$ cat config.mk
export PLATFORM = sky130hd
export DESIGN_NAME = pberm_ctrl
export DESIGN_NICKNAME = d
export VERILOG_FILES = /design/src/rtl/pberm_pkg.sv /design/src/rtl/pberm_start_det.sv /design/src/rtl/pberm_bit_timer.sv /design/src/rtl/pberm_err_accum.sv /design/src/rtl/pberm_byte_sel.sv /design/src/rtl/pberm_ctrl.sv
export SDC_FILE = /design/constraint.sdc
export NUM_CORES = 1
export LEC_CHECK = 0
export BUFFER_PORTS_ARGS = -buffer_cell sky130_fd_sc_hd__buf_4
export CAP_MARGIN = 20
export CORE_UTILIZATION = 45
export CTS_CLUSTER_SIZE = 40
export DETAILED_ROUTE_END_ITERATION = 7
export HOLD_SLACK_MARGIN = 0.1
export PLACE_DENSITY = 0.62
export SETUP_SLACK_MARGIN = 0.5
export SLEW_MARGIN = 20
export SYNTH_ARGS = -nofsm -noshare
export SYNTH_HDL_FRONTEND = slang
export SYNTH_HIERARCHICAL = 1
export SYNTH_SLANG_ARGS = --single-unit
$ cat constraint.sdc
create_clock -name clk -period 2.2 [get_ports clk]
set_input_delay 0.22 -clock clk [delete_from_list [all_inputs] [get_ports clk]]
set_output_delay 0.22 -clock clk [all_outputs]
set_load 0.1 [all_outputs]
$ cat src/rtl/pberm_pkg.sv
package pberm_pkg;
  localparam int SEL_W      = 3;
  localparam int TERM_CODES = 1 << SEL_W;
  localparam int RES_BYTES  = 5;
  localparam int RES_W      = 8 * RES_BYTES;

  typedef enum logic [1:0] {
    ST_IDLE = 2'd0,
    ST_RUN  = 2'd1,
    ST_DONE = 2'd2
  } meas_state_t;
endpackage

$ cat src/rtl/pberm_start_det.sv
module pberm_start_det (
  input  logic clk,
  input  logic rst_n,
  input  logic arm_en,
  input  logic ctl,
  output logic start_o
);
  logic ctl_q;

  always_ff @(posedge clk or negedge rst_n) begin
    if (!rst_n) ctl_q <= 1'b0;
    else        ctl_q <= ctl;
  end

  // launch on the 1 -> 0 return of the control bit
  assign start_o = arm_en & ctl_q & ~ctl;
endmodule

$ cat src/rtl/pberm_bit_timer.sv
module pberm_bit_timer
  import pberm_pkg::*;
#(
  parameter int BASE_EXP = 18,
  parameter int STEP_EXP = 3,
  parameter int CNT_W    = BASE_EXP + STEP_EXP * (TERM_CODES - 1) + 1
) (
  input  logic             clk,
  input  logic             rst_n,
  input  logic             clear,
  input  logic             adv,
  input  logic [SEL_W-1:0] sel_i,
  output logic             hit_o,
  output logic [CNT_W-1:0] cnt_o
);
  logic [CNT_W-1:0] term_tab [TERM_CODES];
  logic [CNT_W-1:0] term_q;
  logic [CNT_W-1:0] cnt_q;

  for (genvar k = 0; k < TERM_CODES; k++) begin : g_term
    assign term_tab[k] = CNT_W'(1) << (BASE_EXP + STEP_EXP * k);
  end

  always_ff @(posedge clk or negedge rst_n) begin
    if (!rst_n) begin
      cnt_q  <= '0;
      term_q <= '0;
    end else if (clear) begin
      cnt_q  <= '0;
      term_q <= term_tab[sel_i];
    end else if (adv) begin
      cnt_q  <= cnt_q + CNT_W'(1);
    end
  end

  assign hit_o = adv && ((cnt_q + CNT_W'(1)) == term_q);
  assign cnt_o = cnt_q;
endmodule

$ cat src/rtl/pberm_err_accum.sv
module pberm_err_accum #(
  parameter int ERR_W = 40
) (
  input  logic             clk,
  input  logic             rst_n,
  input  logic             clear,
  input  logic             inc,
  output logic [ERR_W-1:0] acc_o
);
  logic [ERR_W-1:0] acc_q;
  logic             full;

  assign full = &acc_q;

  always_ff @(posedge clk or negedge rst_n) begin
    if (!rst_n)             acc_q <= '0;
    else if (clear)         acc_q <= '0;
    else if (inc && !full)  acc_q <= acc_q + ERR_W'(1);
  end

  assign acc_o = acc_q;
endmodule

$ cat src/rtl/pberm_byte_sel.sv
module pberm_byte_sel
  import pberm_pkg::*;
#(
  parameter int ERR_W = 40
) (
  input  logic [ERR_W-1:0] acc_i,
  input  logic [SEL_W-1:0] sel_i,
  output logic [7:0]       byte_o
);
  logic [RES_W-1:0] res;
  logic [7:0]       byte_arr [RES_BYTES];

  assign res = RES_W'(acc_i);

  for (genvar g = 0; g < RES_BYTES; g++) begin : g_byte
    assign byte_arr[g] = res[8*g +: 8];
  end

  always_comb begin
    byte_o = 8'h00;
    for (int i = 0; i < RES_BYTES; i++) begin
      if (sel_i == SEL_W'(i)) byte_o = byte_arr[i];
    end
  end
endmodule

$ cat src/rtl/pberm_ctrl.sv
module pberm_ctrl
  import pberm_pkg::*;
#(
  parameter int BASE_EXP = 18,
  parameter int STEP_EXP = 3,
  parameter int ERR_W    = 40
) (
  input  logic       clk,
  input  logic       rst_n,
  input  logic       mon_en,
  input  logic       mon_stby,
  input  logic       start_ctl,
  input  logic [2:0] timer_sel,
  input  logic [2:0] byte_sel,
  input  logic       bit_vld,
  input  logic       bit_err,
  output logic [7:0] rd_byte,
  output logic       meas_done
);
  localparam int CNT_W = BASE_EXP + STEP_EXP * (TERM_CODES - 1) + 1;

  meas_state_t      state_q;
  logic             start_pulse;
  logic             active;
  logic             adv;
  logic             inc;
  logic             hit;
  logic [CNT_W-1:0] bit_cnt;
  logic [ERR_W-1:0] err_acc;

  pberm_start_det u_start (
    .clk     (clk),
    .rst_n   (rst_n),
    .arm_en  (mon_en),
    .ctl     (start_ctl),
    .start_o (start_pulse)
  );

  assign active = mon_en & ~mon_stby;
  assign adv    = (state_q == ST_RUN) & active & bit_vld;
  assign inc    = adv & bit_err;

  pberm_bit_timer #(
    .BASE_EXP (BASE_EXP),
    .STEP_EXP (STEP_EXP),
    .CNT_W    (CNT_W)
  ) u_timer (
    .clk   (clk),
    .rst_n (rst_n),
    .clear (start_pulse),
    .adv   (adv),
    .sel_i (timer_sel),
    .hit_o (hit),
    .cnt_o (bit_cnt)
  );

  pberm_err_accum #(.ERR_W(ERR_W)) u_accum (
    .clk   (clk),
    .rst_n (rst_n),
    .clear (start_pulse),
    .inc   (inc),
    .acc_o (err_acc)
  );

  pberm_byte_sel #(.ERR_W(ERR_W)) u_rdmux (
    .acc_i  (err_acc),
    .sel_i  (byte_sel),
    .byte_o (rd_byte)
  );

  always_ff @(posedge clk or negedge rst_n) begin
    if (!rst_n)           state_q <= ST_IDLE;
    else if (start_pulse) state_q <= ST_RUN;
    else if (hit)         state_q <= ST_DONE;
  end

  assign meas_done = (state_q == ST_DONE);
endmodule

After elaboration in Yosys (flattened, before gate mapping)
Memories as Yosys holds them, arrays and structs flattened. A register that Yosys moved wholly into a read port is not among the register bits.
Cells that the tools add are included.
{"block": "totals", "elab_cells": 43, "inputBits": 13, "mem_bits_rw": 0, "reg_bits": 83, "rom_bits": 320, "out_inout_bits": 9, "latch_bits": 0, "memories": 1}
{"memory": "(name not given)", "depth": 8, "width": 40, "read_ports": 1, "rd_ports_with_merged_regs": 1, "wr": 0, "line": "pberm_bit_timer.sv:30", "rtl": "term_q <= term_tab[sel_i];"}
{"block": "classes", "n_reduce_logical": 9, "muxes": 11, "div_mod_pow": 0, "multipliers": 0, "add_sub_neg": 2, "n_eq_ne": 7, "shift": 0, "n_bitwise": 9, "n_lt_le_gt_ge": 0}
{"cell": "$mux W40", "n": 4}
{"cell": "$add A40 B1 Y40 const B", "n": 2}
{"cell": "$eq A40 B40 Y1", "n": 1}
{"cell": "$mux W8", "n": 5}
{"cell": "$reduce_and A40 Y1", "n": 1}
{"cell": "$and A1 B1 Y1", "n": 6}
{"cell": "$eq A3 B2 Y1 const B", "n": 2}
{"cell": "$reduce_bool A2 Y1", "n": 3}
{"cell": "$mux W2", "n": 2}
{"cell": "$not A3 Y4", "n": 1}
{"cell": "$eq A3 B1 Y1 const B", "n": 1}
{"cell": "$eq A3 B3 Y1 const B", "n": 1}
{"cell": "$logic_not A3 Y1", "n": 1}
{"cell": "$eq A2 B1 Y1 const B", "n": 1}
{"cell": "$eq A2 B2 Y1 const B", "n": 1}
{"cell": "$logic_and A1 B1 Y1", "n": 2}
{"cell": "$logic_not A1 Y1", "n": 2}
{"cell": "$not A1 Y1", "n": 2}

Depth between registers and ports, before layout
{"block": "depth", "depth_word": 8, "ltp_mapped": 12, "depth_no_buf": 10}

By module
Netlist, hierarchy kept.
{"mod": "pberm_bit_timer", "instances": 1, "area_each_um2": 3231.8, "cells_per_inst": 383, "seq_area_each_um2": 1201.2}
{"mod": "pberm_err_accum", "instances": 1, "area_each_um2": 2324.7, "cells_per_inst": 240, "seq_area_each_um2": 1001.0}
{"mod": "pberm_byte_sel", "instances": 1, "area_each_um2": 404.1, "cells_per_inst": 56, "seq_area_each_um2": 0.0}
{"mod": "pberm_ctrl", "instances": 1, "area_each_um2": 103.8, "cells_per_inst": 10, "seq_area_each_um2": 50.0}
{"mod": "pberm_start_det", "instances": 1, "area_each_um2": 33.8, "cells_per_inst": 2, "seq_area_each_um2": 25.0}

Worst setup path before layout
No wires, ideal clock.
{"block": "synth_path", "path_type": "input-to-output", "from": "in byte_sel[0]", "to": "out rd_byte[2]", "path_stages": 5, "slack_ps": -249, "required_ps": 1980, "t_arrival_ps": 2229, "n_path_buf": 2, "path_cell_list": "buf_6 > buf_8 > mux2i_1 > o21a_1 > o22ai_1"}
{"block": "synth_between", "elab_chain_cells": 6}
{"item": "start: declaration", "line": "pberm_ctrl.sv:14", "rtl": "input logic [2:0] byte_sel,"}
{"item": "$logic_not A3 Y1", "line": "pberm_byte_sel.sv:22", "rtl": "if (sel_i == SEL_W'(i)) byte_o = byte_arr[i];"}
{"item": "$mux W8 (4 in series)", "line": "pberm_byte_sel.sv:22"}
{"item": "$mux W8 (*)", "line": "pberm_byte_sel.sv:22"}
{"item": "end: declaration", "line": "pberm_ctrl.sv:17", "rtl": "output logic [7:0] rd_byte,"}
Mark *: on every way between the ends. The rest lies on a longest branch, timed or not.

Worst setup path after layout
{"block": "layout_path", "from": "reg u_timer.cnt_q[9] (netlist: u_timer/cnt_o[9])", "to": "reg state_q[0]"}
{"block": "layout_between", "elab_chain_cells": 4}
{"item": "start: declaration", "line": "pberm_bit_timer.sv:18", "rtl": "logic [CNT_W-1:0] cnt_q;"}
{"item": "start signal: assignment", "line": "pberm_bit_timer.sv:32", "rtl": "cnt_q <= cnt_q + CNT_W'(1);"}
{"item": "$add A40 B1 Y40", "line": "pberm_bit_timer.sv:36", "rtl": "assign hit_o = adv && ((cnt_q + CNT_W'(1)) == term_q);"}
{"item": "$eq A40 B40 Y1", "line": "pberm_bit_timer.sv:36"}
{"item": "$logic_and A1 B1 Y1", "line": "pberm_bit_timer.sv:36"}
{"item": "named net hit", "line": "pberm_ctrl.sv:27", "rtl": "logic hit;"}
{"item": "$reduce_bool A2 Y1 (no source line)"}
{"item": "end signal: assignment", "line": "pberm_ctrl.sv:72", "rtl": "if (!rst_n) state_q <= ST_IDLE;"}
{"item": "end signal: assignment", "line": "pberm_ctrl.sv:73", "rtl": "else if (start_pulse) state_q <= ST_RUN;"}
{"item": "end signal: assignment", "line": "pberm_ctrl.sv:74", "rtl": "else if (hit) state_q <= ST_DONE;"}
{"item": "end: declaration", "line": "pberm_ctrl.sv:22", "rtl": "meas_state_t state_q;"}
The timed path passes the listed nets, and every way through them passes these cells.
A chain may end at the register's enable or synchronous reset.

==> out/results.txt <==
Layout Nets = 926
Ports = 22
DIE HEIGHT = 118 µm
crit path launch = u_timer/cnt_o[9]
Hold Startpoint = timer_sel[1]
Final HPWL DP = 12.6 mm
synth-to-layout area growth = 59.4%
Setup CP Type = register to register
failing checks = negative setup slack
crit share post-route = 1.18
Main synth FF type = dfrtp_1
fill count = 914
width of the die = 118 µm
Post-Syn Nets = 706
CP max FO = 4
CTS Buf Count = 9
r2r setup slk = -0.39 ns
sequential fraction of the synthesis area = 0.373
initial antenna violation count = 0
Clock Pin Slew Worst Setup and Hold Paths = 0.07 ns
Post-Synthesis Cells = 691
Cell Area, Synth = 0.00610 mm²
final setup fails = 4
hold slack = 0.213 ns
Routability Congestion = 0.907
r2r startpoint = u_timer/cnt_o[9]
VDD IR-drop max = 0.000287 V
routed len/inst = 19.8 µm
Antenna Cells = 0
register bit total from synthesis = 91
final hold vios = 0
RSZ-0062 raised after global routing = true
Rows = 42
leakage = 0.00437 µW
global route overflow = 0
Critical Path Start Type = register
Port Buf Inserts = 21
actual slew at the worst max-slew pin = 0.531 ns
CP Capture Type = register
pin count of the biggest net entering global routing = 38
Rel. slew slack = 0.646
Min-Delay Path Class = input pin to register
R2R Path End = state_q[0]
# clock sinks = 91
YS warnings = 6
Endpoint, Worst Hold = u_timer/term_q[27]
post-synth cell types = 76
CTS root buffer = clkbuf_16
Post-Place Setup Slack = -0.422 ns
TritonCTS clock tree = done
CTS max path bufs = 2
FFs w/ async S/R, synth = 1.00
DR vias = 6423
status = complete, but fails checks
clk_lat worst skew = 0.36 ns
MaxCap Viol Count = 0
GRT Total Usage = 0.293
vias per cell = 5.88
initial drt markers = 554
Post-synth EDFFs = 0
die area = 0.0140 mm²
DRT Pass-1 Iters = 5
number of global-route vias before repair = 6382
arrival time worst endpoint = 2.85 ns
CTS H-Tree Depth = 3
CP Data Required Time = 2.46 ns
minimum clock period = 2.59 ns
Syn Area/Cell = 8.83 µm²
PD cells = 401 mW/mm²
core area = 0.0132 mm²
Post-route DRC = 0
hold depth = 3
Max Freq = 0.385 GHz
Core Util, Final = 0.734
cells on worst reg2reg path = 10
skew final = 0.0136 ns
fraction of layout cells with a size suffix above 1 = 0.478
post-route ant nets = 0
total wire length = 21.6 mm
final worst slack = -0.394 ns
max-slew violations = 0
first-pass GRT wire length = 32.3 mm
Initial Utilization = 0.461
placed cells by master (no fill, tap or decap), drive strengths merged, types with 8 or more instances in the layout:
| master | netlist | routed |
|---|---|---|
| a31oi | 13 | 13 |
| xor2 | 39 | 39 |
| nor2b | 8 | 8 |
| clkbuf | 18 | 11 |
| and3 | 17 | 17 |
| nand2 | 51 | 51 |
| nor4 | 12 | 12 |
| or3 | 12 | 12 |
| xnor2 | 36 | 36 |
| dfrtp | 91 | 91 |
| o22ai | 9 | 9 |
| nand3 | 41 | 41 |
| buf | 26 | 249 |
| a21oi | 10 | 10 |
| o21ai | 24 | 24 |
| mux2i | 18 | 18 |
| inv | 12 | 14 |
| nand4 | 38 | 38 |
| nor3 | 22 | 22 |
| nor2 | 98 | 98 |
| and4 | 12 | 12 |
metal layers:
metal  part of all wire  wire length, µm  track usage
met1               0.39             8540        0.342
met5                  0                0            0
met4              0.052             1130        0.157
met2               0.51            11000        0.517
met3              0.044              943       0.0439
metrics by stage:
step	setup TNS [ns]	cell area, µm²	instances	power, µW
after floorplan	-0.196	6380	691	2000
after global placement	-0.726	7540	979	2150
after detailed placement	-0.792	7540	979	2170
after CTS	-0.702	9130	1065	3850
after global routing	-1.35	9720	1092	4020
final	-0.885	9720	1092	3900
where the power goes:
part | leakage (µW) | internal [µW] | switching, µW | total (µW)
Clock | 0.000147 | 919 | 721 | 1640
Combinational | 0.00299 | 211 | 268 | 479
Sequential | 0.00123 | 1720 | 65.0 | 1780
Total | 0.00437 | 2850 | 1050 | 3900
worst max-delay path, stage by stage (launching register included):
cell	delay, ns
dfrtp_1	0.42
and4_4	0.29
nand3_4	0.11
buf_6	0.13
a2111o_1	0.27
a32o_1	0.22
nor4_2	0.31
nand4_1	0.15
nor4_2	0.34
inv_1	0.07
a21o_2	0.19
flip-flops by register name, indices dropped and copies added (netlist names):
register and cells:
u_accum/acc_o 40, u_timer/cnt_o 40, u_timer/term_q 8, state_q 2
u_start/ctl_q 1
repair_timing:
item / CTS / global route
endpoints found under the hold margin: 38 / 0
resized for setup: 166 / 82
setup buffers: 64 / 27
hold buffers: 4 / 0
setup endpoints to repair: 78 / 87
gates cloned: 2 / 0
pin swaps: 104 / 75
area by class of cell:
| type | count | area, µm² | area share |
|---|---|---|---|
| Clock inverter | 5 | 60.1 | 0.00618 |
| Clock buffer | 11 | 243 | 0.0250 |
| Inverter | 12 | 45.0 | 0.00463 |
| Sequential cell | 91 | 2290 | 0.236 |
| Tap cell | 176 | 220 | 0.0227 |
| Multi-Input combinational cell | 544 | 4520 | 0.465 |
| Timing Repair Buffer | 253 | 2340 | 0.241 |
worst max path at each step:
stage | end | slack [ns] | depth (start not counted)
after floorplan | state_q[0] | -0.18 | 11
after global placement | state_q[0] | -0.39 | 9
after detailed placement | state_q[0] | -0.42 | 10
after CTS | state_q[0] | -0.35 | 10
after global routing | state_q[0] | -0.52 | 10
final | state_q[0] | -0.39 | 10
synthesized netlist by cell type, types with 3 or more instances:
library cell	instances	area, µm²
nand3_1	41	205
nor3_1	19	95.1
and2_1	5	31.3
buf_4	6	45.0
nand2b_1	6	37.5
nand4b_1	3	26.3
xor2_1	39	342
a21oi_1	10	50.1
a211oi_1	5	37.5
and4_1	9	78.8
buf_2	14	70.1
nor2_1	97	364
buf_6	3	33.8
a31oi_1	13	81.3
or4_1	3	22.5
xnor2_1	36	315
nand2_1	49	184
and3_1	16	100
o22ai_1	9	56.3
a311o_1	3	30.0
mux2i_1	18	180
o21ai_0	23	115
clkbuf_1	16	60.1
o21a_1	6	45.0
a22oi_1	4	30.0
inv_1	12	45.0
mux2_2	4	45.0
o31ai_1	6	45.0
nor4_1	9	56.3
nor2b_1	8	50.1
dfrtp_1	91	2280
nand3b_1	4	30.0
nand4_1	34	213
and4_4	3	33.8
or3_1	12	75.1
logic make-up after synthesis:
family / share of synthesized area
and+or+nand+nor: 0.314
AOI/OAI and AO/OA: 0.117
DFF: 0.373
xor gates and xnor gates: 0.108
buffers and inverters: 0.0470
muxes: 0.0369
adders and majority gates: 0.00410
No activity file was read; power rests on OpenSTA's default activity.
